$ cat config.mk
export PLATFORM = sky130hd
export DESIGN_NAME = frbuf_empty_pin
export DESIGN_NICKNAME = d
export VERILOG_FILES = /design/src/rtl/frbuf_pkg.sv /design/src/rtl/frbuf_sync.sv /design/src/rtl/frbuf_arm_timer.sv /design/src/rtl/frbuf_empty_pin.sv
export SDC_FILE = /design/constraint.sdc
export NUM_CORES = 1
export LEC_CHECK = 0
export CORE_ASPECT_RATIO = 1.1
export CORE_MARGIN = 4
export CORE_UTILIZATION = 50
export DETAILED_ROUTE_END_ITERATION = 16
export GPL_ROUTABILITY_DRIVEN = 0
export PLACE_DENSITY_LB_ADDON = 0.25
export SETUP_SLACK_MARGIN = 0.05
export SLEW_MARGIN = 10
export SYNTH_ARGS = -nofsm -noshare
export SYNTH_HDL_FRONTEND = slang
export SYNTH_SLANG_ARGS = --single-unit
$ cat constraint.sdc
create_clock -name clk -period 4.3 [get_ports clk]
set_input_delay 0.43 -clock clk [delete_from_list [all_inputs] [get_ports clk]]
set_output_delay 0.43 -clock clk [all_outputs]
set_load 0.01 [all_outputs]
$ cat src/rtl/frbuf_pkg.sv
package frbuf_pkg;
    typedef enum logic [1:0] {
        MODE_IRQ = 2'd0,
        MODE_ARM = 2'd1,
        MODE_IND = 2'd2
    } pin_mode_e;
endpackage

$ cat src/rtl/frbuf_sync.sv
module frbuf_sync #(
    parameter int     STAGES  = 2,
    parameter logic   RST_VAL = 1'b0
) (
    input  logic clk,
    input  logic rst_n,
    input  logic din,
    output logic dout
);
    logic [STAGES-1:0] chain_q;

    genvar gi;
    generate
        for (gi = 0; gi < STAGES; gi++) begin : g_stage
            if (gi == 0) begin : g_first
                always_ff @(posedge clk or negedge rst_n) begin
                    if (!rst_n) chain_q[0] <= RST_VAL;
                    else        chain_q[0] <= din;
                end
            end else begin : g_next
                always_ff @(posedge clk or negedge rst_n) begin
                    if (!rst_n) chain_q[gi] <= RST_VAL;
                    else        chain_q[gi] <= chain_q[gi-1];
                end
            end
        end
    endgenerate

    assign dout = chain_q[STAGES-1];
endmodule

$ cat src/rtl/frbuf_arm_timer.sv
module frbuf_arm_timer #(
    parameter int ARM_CYCLES = 75
) (
    input  logic clk,
    input  logic rst_n,
    input  logic start,
    input  logic abort,
    output logic done
);
    localparam int CW = (ARM_CYCLES < 2) ? 1 : $clog2(ARM_CYCLES);

    typedef struct packed {
        logic          busy;
        logic [CW-1:0] cnt;
    } tmr_t;

    tmr_t tmr_d, tmr_q;

    always_comb begin
        tmr_d = tmr_q;
        done  = tmr_q.busy && (tmr_q.cnt == '0);
        if (abort) begin
            tmr_d.busy = 1'b0;
            tmr_d.cnt  = '0;
        end else if (start) begin
            tmr_d.busy = 1'b1;
            tmr_d.cnt  = CW'(ARM_CYCLES - 1);
        end else if (done) begin
            tmr_d.busy = 1'b0;
        end else if (tmr_q.busy) begin
            tmr_d.cnt = tmr_q.cnt - 1'b1;
        end
    end

    always_ff @(posedge clk or negedge rst_n) begin
        if (!rst_n) tmr_q <= '0;
        else        tmr_q <= tmr_d;
    end

    AST_DONE_SINGLE: assert property (@(posedge clk) disable iff (!rst_n)
        done |=> !done);
    AST_START_NOT_DONE: assert property (@(posedge clk) disable iff (!rst_n)
        (start && !abort && ARM_CYCLES > 1) |=> !done);
endmodule

$ cat src/rtl/frbuf_empty_pin.sv
module frbuf_empty_pin
    import frbuf_pkg::*;
#(
    parameter int PTR_W       = 8,
    parameter int SYNC_STAGES = 2,
    parameter int ARM_CYCLES  = 75
) (
    input  logic             clk,
    input  logic             rst_n,
    input  logic             spi_sel_n,
    input  logic             cmd_tgl,
    input  logic             rd_tgl,
    input  logic             ind_en,
    input  logic [PTR_W-1:0] wr_cnt,
    input  logic             rx_err,
    input  logic             irq_in,
    output logic             irq_pin
);
    typedef struct packed {
        pin_mode_e        mode;
        logic             cmd_prev;
        logic             rd_prev;
        logic [PTR_W-1:0] rd_cnt;
        logic             err;
        logic             pend;
    } st_t;

    st_t st_d, st_q;

    logic sel_hi_s, cmd_s, rd_s;
    logic cmd_edge, rd_edge;
    logic tmr_start, tmr_done;
    logic ind_view, mux_ind;

    frbuf_sync #(.STAGES(SYNC_STAGES), .RST_VAL(1'b1)) u_sync_sel (
        .clk(clk), .rst_n(rst_n), .din(spi_sel_n), .dout(sel_hi_s));
    frbuf_sync #(.STAGES(SYNC_STAGES), .RST_VAL(1'b0)) u_sync_cmd (
        .clk(clk), .rst_n(rst_n), .din(cmd_tgl), .dout(cmd_s));
    frbuf_sync #(.STAGES(SYNC_STAGES), .RST_VAL(1'b0)) u_sync_rd (
        .clk(clk), .rst_n(rst_n), .din(rd_tgl), .dout(rd_s));

    frbuf_arm_timer #(.ARM_CYCLES(ARM_CYCLES)) u_timer (
        .clk(clk), .rst_n(rst_n), .start(tmr_start), .abort(sel_hi_s),
        .done(tmr_done));

    always_comb begin
        st_d          = st_q;
        cmd_edge      = cmd_s ^ st_q.cmd_prev;
        rd_edge       = rd_s ^ st_q.rd_prev;
        st_d.cmd_prev = cmd_s;
        st_d.rd_prev  = rd_s;
        tmr_start     = 1'b0;

        case (st_q.mode)
            MODE_IRQ: begin
                if (cmd_edge && ind_en && !sel_hi_s) begin
                    st_d.mode   = MODE_ARM;
                    st_d.rd_cnt = '0;
                    tmr_start   = 1'b1;
                end
            end
            MODE_ARM: begin
                if (tmr_done) st_d.mode = MODE_IND;
            end
            MODE_IND: begin
                if (rd_edge) st_d.rd_cnt = st_q.rd_cnt + 1'b1;
            end
            default: st_d.mode = MODE_IRQ;
        endcase

        if (st_q.mode != MODE_IRQ && rx_err) st_d.err = 1'b1;

        if (st_q.mode != MODE_IRQ && irq_in)      st_d.pend = 1'b1;
        else if (st_q.mode == MODE_IRQ && sel_hi_s) st_d.pend = 1'b0;

        if (sel_hi_s) begin
            st_d.mode = MODE_IRQ;
            st_d.err  = 1'b0;
        end
    end

    always_ff @(posedge clk or negedge rst_n) begin
        if (!rst_n) begin
            st_q          <= '0;
            st_q.mode     <= MODE_IRQ;
        end else begin
            st_q <= st_d;
        end
    end

    assign ind_view = (st_q.mode == MODE_ARM) || st_q.err || (st_q.rd_cnt == wr_cnt);
    assign mux_ind  = (st_q.mode != MODE_IRQ) && !spi_sel_n;
    assign irq_pin  = mux_ind ? ind_view : (irq_in || st_q.pend);

    AST_ERR_STICKY: assert property (@(posedge clk) disable iff (!rst_n)
        (st_q.err && !sel_hi_s) |=> st_q.err);
    AST_ERR_CLEAR: assert property (@(posedge clk) disable iff (!rst_n)
        sel_hi_s |=> !st_q.err);
    AST_DESEL_IDLE: assert property (@(posedge clk) disable iff (!rst_n)
        sel_hi_s |=> (st_q.mode == MODE_IRQ));
    AST_NO_ENTRY_OFF: assert property (@(posedge clk) disable iff (!rst_n)
        (st_q.mode == MODE_IRQ && !ind_en) |=> (st_q.mode == MODE_IRQ));
    AST_ARM_EXIT: assert property (@(posedge clk) disable iff (!rst_n)
        (st_q.mode == MODE_ARM && tmr_done && !sel_hi_s) |=> (st_q.mode == MODE_IND));
    AST_PEND_HELD: assert property (@(posedge clk) disable iff (!rst_n)
        (st_q.pend && st_q.mode != MODE_IRQ) |=> st_q.pend);
    AST_RD_STEP: assert property (@(posedge clk) disable iff (!rst_n)
        (st_q.mode == MODE_IND && !sel_hi_s) |=>
        (st_q.rd_cnt == $past(st_q.rd_cnt) || st_q.rd_cnt == $past(st_q.rd_cnt) + 1'b1));
    AST_RD_RESTART: assert property (@(posedge clk) disable iff (!rst_n)
        $rose(st_q.mode == MODE_ARM) |-> (st_q.rd_cnt == '0));
endmodule

==> results.md, run 1 <==
| Item | This run |
| --- | --- |
| Antenna violations before repair | 0 |
| Std-Cell Rows | 19 |
| Hold Path Class | flip-flop to flip-flop |
| Biggest area consumer among synthesized cells | dfrtp_1 |
| Synth top area share | 47.4% |
| Total standard cell area after synthesis | 1370 sq um |
| Yosys synthesis warning count | 0 |
| Area used by multi-input combinational logic | 637 sq um |
| Post-route clock skew | 2.33 ps |
| IO Count | 17 |
| Clock tree from TritonCTS | yes |
| Design Area, Final | 1610 sq um |
| Kind of end point of the critical path | output pin |
| Height of the die | 62.9 um |
| Leakage power summed over all cells | 0.685 nW |
| Hold buffer count at cts | 0 |
| Rel. slew slack | 65.1% |
| Peak ir drop on the vdd network | 0.000320 V |
| Crit. Startpoint | wr_cnt[2] |
| Outcome | complete, no violations |
| Final period util | 60.2% |
| Clock root buffer master | clkbuf_4 |
| Origin of the worst min-delay path | u_sync_rd.chain_q[0] |
| Crit Reg-Reg Startpoint | u_timer.tmr_q[0] |
| First-pass GRT wire length | 4340 um |
| Proportion of synthesized chip area in sequential cells | 51.3% |
| Most prevalent standard cell on the critical path | clkdlybuf4s50_1 |
| Period minus WS final | 2590 ps |
| Number of endpoints failing setup at the final stage | 0 |
| Clock net sink count | 28 |
| RSZ-0062 raised after global routing | no |
| WP data required | 3870 ps |
| Number of inserted filler cells in the final layout | 218 |
| Via-to-Cell Ratio | 5.51 |
| Total global routing track utilization | 14.9% |
| Largest net degree at the start of global routing | 29 |
| Bufs and invs on worst path | 2 |
| Mapped Nets | 150 |
| Post-layout nets | 168 |
| Post-detailed-route count of antenna-violating nets | 0 |
| Gates resized, CTS repair | 0 |
| Seq cells post-synth | 28 |
| Core area | 2570 sq um |
| Power Dens Cells | 352 nW/um^2 |
| Total Routed Length | 2460 um |
| Input/output buffers | 16 |
| FF/Latch Area | 703 sq um |
| Final sum of negative setup slack | 0 ps |
| F_max | 0.386 GHz |
| Clock input transition at the sequential cells of the worst setup and hold paths | 140 ps |
| Global route overflow | 0 |
| Critical path launch point type | input pin |
| Yosys cell types | 35 |
| Setup CP Type | input pin to output pin |
| Largest driver fanout on the critical path | 1 |
| Starting Density | 53.4% |
| Pre-Repair DR Iteration Count | 4 |
| Crit-path cells | clkdlybuf4s50_1, xor2_1, nor4_1, nand2_1, a31oi_1, clkdlybuf4s50_1 |
| Detailed-route wire length per cell | 13.7 um |
| Standard cell with the maximum stage delay on the critical path | clkdlybuf4s50_1 |
| Slew at the pin closest to its max-slew limit | 520 ps |
| Via count of the first global-routing pass | 998 |
| Cts bufs inserted | 3 |
| Number of levels in the clock H-tree | 1 |
| Cell area after placement | 1560 sq um |
| Setup bufs post-CTS | 0 |
| Average cell area after synthesis | 10.5 sq um |
| Worst path max stage delay | 560 ps |
| Clock buffer depth | 2 |
| DRC violation total after the first TritonRoute iteration | 31 |
| Cell count after synthesis | 131 |
| Area growth, synth to finish | 17.7% |
| Ant diodes | 0 |
| Overall die area | 3650 sq um |
| Final HPWL DP | 1880 um |
| Final Hold Viols | 0 |
| Remaining design rule violation count | 0 |
| Maximum Capacitance Violations | 0 |
| Critical path arrival | 2160 ps |
| Latest clock arrival within the worst-skew pair | 310 ps |
| Cell family with the largest share of critical-path delay | buffers and inverters |
| Top post-synthesis cells by area | dfrtp_1 (47%), xor2_1 (7.7%), xnor2_1 (5.1%), nor2_1 (4.1%), dfstp_2 (3.8%) |
| Fin. max-slew vios | 0 |
| Horizontal die dimension | 57.9 um |
| Total vias in the final route | 987 |
| Fraction of final layout cells sized beyond drive strength 1 | 8.11% |
==> path summary, 6_finish.rpt <==
kind / to / slack, ps / depth (start not counted)
min in group asynchronous: u_timer.tmr_q[2] / 460 / 2
setup reg to reg: u_timer.tmr_q[1] / 2570 / 6
setup / recovery: irq_pin / 1710 / 6
max in group asynchronous: u_sync_sel.dout / 3540 / 2
hold reg to reg: u_sync_rd.dout / 370 / 0
hold / removal: u_sync_rd.dout / 370 / 0
==> power breakdown <==
part           internal [W]  leakage (nW)  total (W)  switching [W]
Clock             0.0000942        0.0279   0.000167      0.0000726
Combinational     0.0000502         0.292   0.000104      0.0000537
Sequential         0.000280         0.365   0.000297      0.0000172
Total              0.000424         0.685   0.000568       0.000144
==> area by class of cell <==
type | count | share of cell area, %
clock buffers | 3 | 1.40
clock inverters | 1 | 1.86
inverters | 4 | 0.930
multi-input cells | 95 | 39.5
flip-flops and latches | 28 | 43.6
well taps | 31 | 2.40
repair buffers | 17 | 10.4
==> cells in the mapped netlist (all sizes together) <==
cell type  number
nand2b          2
a311oi          1
inv             4
or3b            1
ha              3
dfrtp          26
o2111ai         1
a31oi           2
or2             1
nor4            5
and3            1
a211oi          1
or3             1
nand3           5
o21a            1
clkbuf          2
nor2           15
nor3b           3
nor2b           1
nor3            7
o211ai          2
nand2           6
o31a            1
a21oi           7
xnor2           8
and4bb          1
dfstp           2
xor2           12
o21ai           4
nand4           2
buf             2
o22ai           1
==> through the flow <==
stage	instances	worst slack (ps)	hold WS [ps]	util [%]	total power (W)
2_1_floorplan	131	2710	134	-	0.000368
4_1_cts	179	1690	368	62.9	0.000576
3_3_place_gp	175	1670	334	60.8	0.000402
6_report	179	1710	366	62.9	0.000568
3_5_place_dp	175	1690	335	60.8	0.000407
5_1_grt	179	1600	374	62.9	0.000599
==> kinds of logic after synthesis <==
family / count (synthesis) / share of synthesized area [%]
DFF: 28 / 51.3
adders and majority gates: 3 / 2.74
xor gates and xnor gates: 20 / 12.8
AOI/OAI and AO/OA: 21 / 10.8
buffers and inverters: 8 / 2.28
and+or+nand+nor: 51 / 20.2
==> metal layers <==
metal  track usage, %  up-vias  wire length (um)
met3             2.07        2                77
met1             19.7      471              1120
met5                0        -                 0
li1                 -      497                 -
met4             3.77        0                12
met2             25.3       17              1240
==> state kept, by name, indices dropped and copies added (netlist names) <==
name / flops
st_q: 14
u_sync_rd.dout: 1
u_sync_sel.dout: 1
u_sync_cmd.chain_q: 1
u_sync_cmd.dout: 1
u_sync_rd.chain_q: 1
u_timer.tmr_q: 8
u_sync_sel.chain_q: 1
==> cell usage in the layout (no fill, tap or decap), types with 2 or more instances in the layout <==
master,n
a21oi_1,7
a31oi_1,2
clkbuf_4,3
clkdlybuf4s50_1,16
dfrtp_1,26
dfstp_2,2
ha_1,3
inv_1,4
nand2_1,6
nand2b_1,2
nand3_1,5
nand4_1,2
nor2_1,15
nor3_1,6
nor3b_1,3
nor4_1,5
o211ai_1,2
o21ai_1,3
xnor2_1,8
xor2_1,12
Power figures use the tool's default switching activity.
==> run 2, diff against run 1 <==
CORE_UTILIZATION = 49   (was 50)
clock period = 2.2 ns   (was 4.3 ns; I/O delays follow)
==> run 2 against run 1 <==
Effect of this change: sequential power is 96% higher; power is 97% higher; final cell count is 1.1% higher; sequential share of layout area is 0.40 points lower; clock-buffer cell count stayed put; combinational power is 95% higher; via count is 0.91% higher.
==> results.md, run 2 (same netlist as run 1, synthesis figures left out) <==
| Item | This run |
| --- | --- |
| Slew at the pin closest to its max-slew limit | 535 ps |
| IO Count | 17 |
| Total vias in the final route | 996 |
| First-pass GRT wire length | 4180 um |
| Latest clock arrival within the worst-skew pair | 320 ps |
| Design Area, Final | 1640 sq um |
| Detailed-route wire length per cell | 13.9 um |
| Hold Path Class | input pin to asynchronous set/reset pin |
| F_max | 0.495 GHz |
| Clock buffer depth | 2 |
| Std-Cell Rows | 19 |
| Cell area after placement | 1560 sq um |
| Input/output buffers | 16 |
| Cell family with the largest share of critical-path delay | flip-flops |
| Total Routed Length | 2510 um |
| Height of the die | 63.5 um |
| Clock root buffer master | clkbuf_4 |
| Largest driver fanout on the critical path | 5 |
| Kind of end point of the critical path | output pin |
| Core area | 2590 sq um |
| Rel. slew slack | 64.0% |
| Clock tree from TritonCTS | yes |
| Maximum Capacitance Violations | 0 |
| Power Dens Cells | 682 nW/um^2 |
| WP data required | 1980 ps |
| Post-layout instance count excluding filler cells | 181 |
| Pre-Repair DR Iteration Count | 4 |
| Number of levels in the clock H-tree | 1 |
| Number of endpoints failing setup at the final stage | 0 |
| Final Hold Viols | 0 |
| Remaining design rule violation count | 0 |
| Setup CP Type | flip-flop to output pin |
| Ant diodes | 0 |
| Final sum of negative setup slack | 0 ps |
| Total global routing track utilization | 14.3% |
| Largest net degree at the start of global routing | 29 |
| Outcome | complete, no violations |
| Final HPWL DP | 1870 um |
| Clock net sink count | 28 |
| Post-detailed-route count of antenna-violating nets | 0 |
| Antenna violations before repair | 0 |
| Cts bufs inserted | 3 |
| Fin. max-slew vios | 0 |
| Standard cell with the maximum stage delay on the critical path | dfrtp_2 |
| Crit Reg-Reg Startpoint | u_timer.tmr_q[1] |
| DRC violation total after the first TritonRoute iteration | 38 |
| Critical path launch point type | flip-flop |
| Peak ir drop on the vdd network | 0.000587 V |
| Number of placed cells counting well taps | 175 |
| Number of inserted filler cells in the final layout | 223 |
| Post-layout nets | 170 |
| Commonest cells after routing, fill and taps aside | dfrtp_1 (23), nor2_1 (15), clkdlybuf4s50_1 (15), xor2_1 (12), xnor2_1 (8) |
| Clock input transition at the sequential cells of the worst setup and hold paths | 150 ps |
| Leading cell type in the layout, fill and taps excluded | dfrtp_1 |
| Overall die area | 3710 sq um |
| Via-to-Cell Ratio | 5.50 |
| Largest registers | st_q: 14 flops, u_timer.tmr_q: 8 flops |
| Starting Density | 52.9% |
| Global route overflow | 0 |
| Post-route clock skew | 1.83 ps |
| Area growth, synth to finish | 19.4% |
| Fraction of final layout cells sized beyond drive strength 1 | 12.0% |
| Critical path arrival | 1800 ps |
| Worst path max stage delay | 480 ps |
| Crit-path cells | xor2_1, nor4_1, nand2_1, a31oi_1, dlygate4sd2_1 |
| Crit. Startpoint | st_q[2] |
| Horizontal die dimension | 58.4 um |
| Via count of the first global-routing pass | 957 |
| Bufs and invs on worst path | 1 |
| Period minus WS final | 2020 ps |
| RSZ-0062 raised after global routing | no |
| Total power draw | 0.00112 W |
| Hold buffer count at cts | 0 |
| Final period util | 91.9% |
| Number of flip-flops in the largest register | 14 |
| Largest Register | st_q |
| Leakage power summed over all cells | 0.692 nW |
-- run 2: changes by cell type in the layout (fill, tap and decap cells not counted), sizes merged --
cell	delta
buf	+2
clkdlybuf4s50	-1
dlygate4sd2	+1
-- run 2: cell type report --
type | instances | area [sq um] | share of cell area (%)
multi-input cells | 95 | 643 | 39.3
clock inverters | 1 | 30.0 | 1.83
flip-flops and latches | 28 | 707 | 43.2
repair buffers | 19 | 181 | 11.1
clock buffers | 3 | 22.5 | 1.38
inverters | 4 | 15.0 | 0.917
well taps | 31 | 38.8 | 2.37
-- run 2: per-layer routing --
layer	GRT usage (%)	wire length, um
met1	17.7	1150
met2	24.9	1280
met3	2.45	66
met4	4.06	13
met5	0	0
-- run 2: final timing paths --
check / to / slack (ps) / depth (start not counted)
max in group asynchronous: u_sync_sel.dout / 1650 / 2
min reg2reg: u_sync_sel.dout / 370 / 0
max: irq_pin / 180 / 5
min in group clk: u_sync_rd.chain_q[0] / 330 / 1
max reg2reg: u_timer.tmr_q[3] / 440 / 6
min: u_sync_cmd.dout / 250 / 2
-- run 2: repair_timing --
item                                    in CTS  in global routing
setup buffers                                0                  2
pin swaps                                    1                  0
endpoints found under the setup margin       1                  1
gates resized for setup                      2                  3
-- run 2: metrics by stage --
stage	hold WS, ps	worst slack, ps	utilization, %
floorplan	-75.6	613	-
global placement	336	13.1	60.3
detailed placement	341	7.23	60.3
CTS	254	90.0	62.3
global route	251	66.0	63.2
finish	252	179	63.2
-- run 2: power by group --
group,switching (W),leakage (nW),internal [W]
clock network,0.000147,0.0279,0.000184
logic,0.000105,0.304,0.0000978
registers,0.0000351,0.360,0.000548
total,0.000287,0.692,0.000830
==> run 3, diff against run 2 <==
CAP_MARGIN = 10   (was unset)
SKIP_LAST_GASP = 1   (was unset)
==> results of run 3 <==
The final DEF is identical to that of run 2; final timing and power are the same.
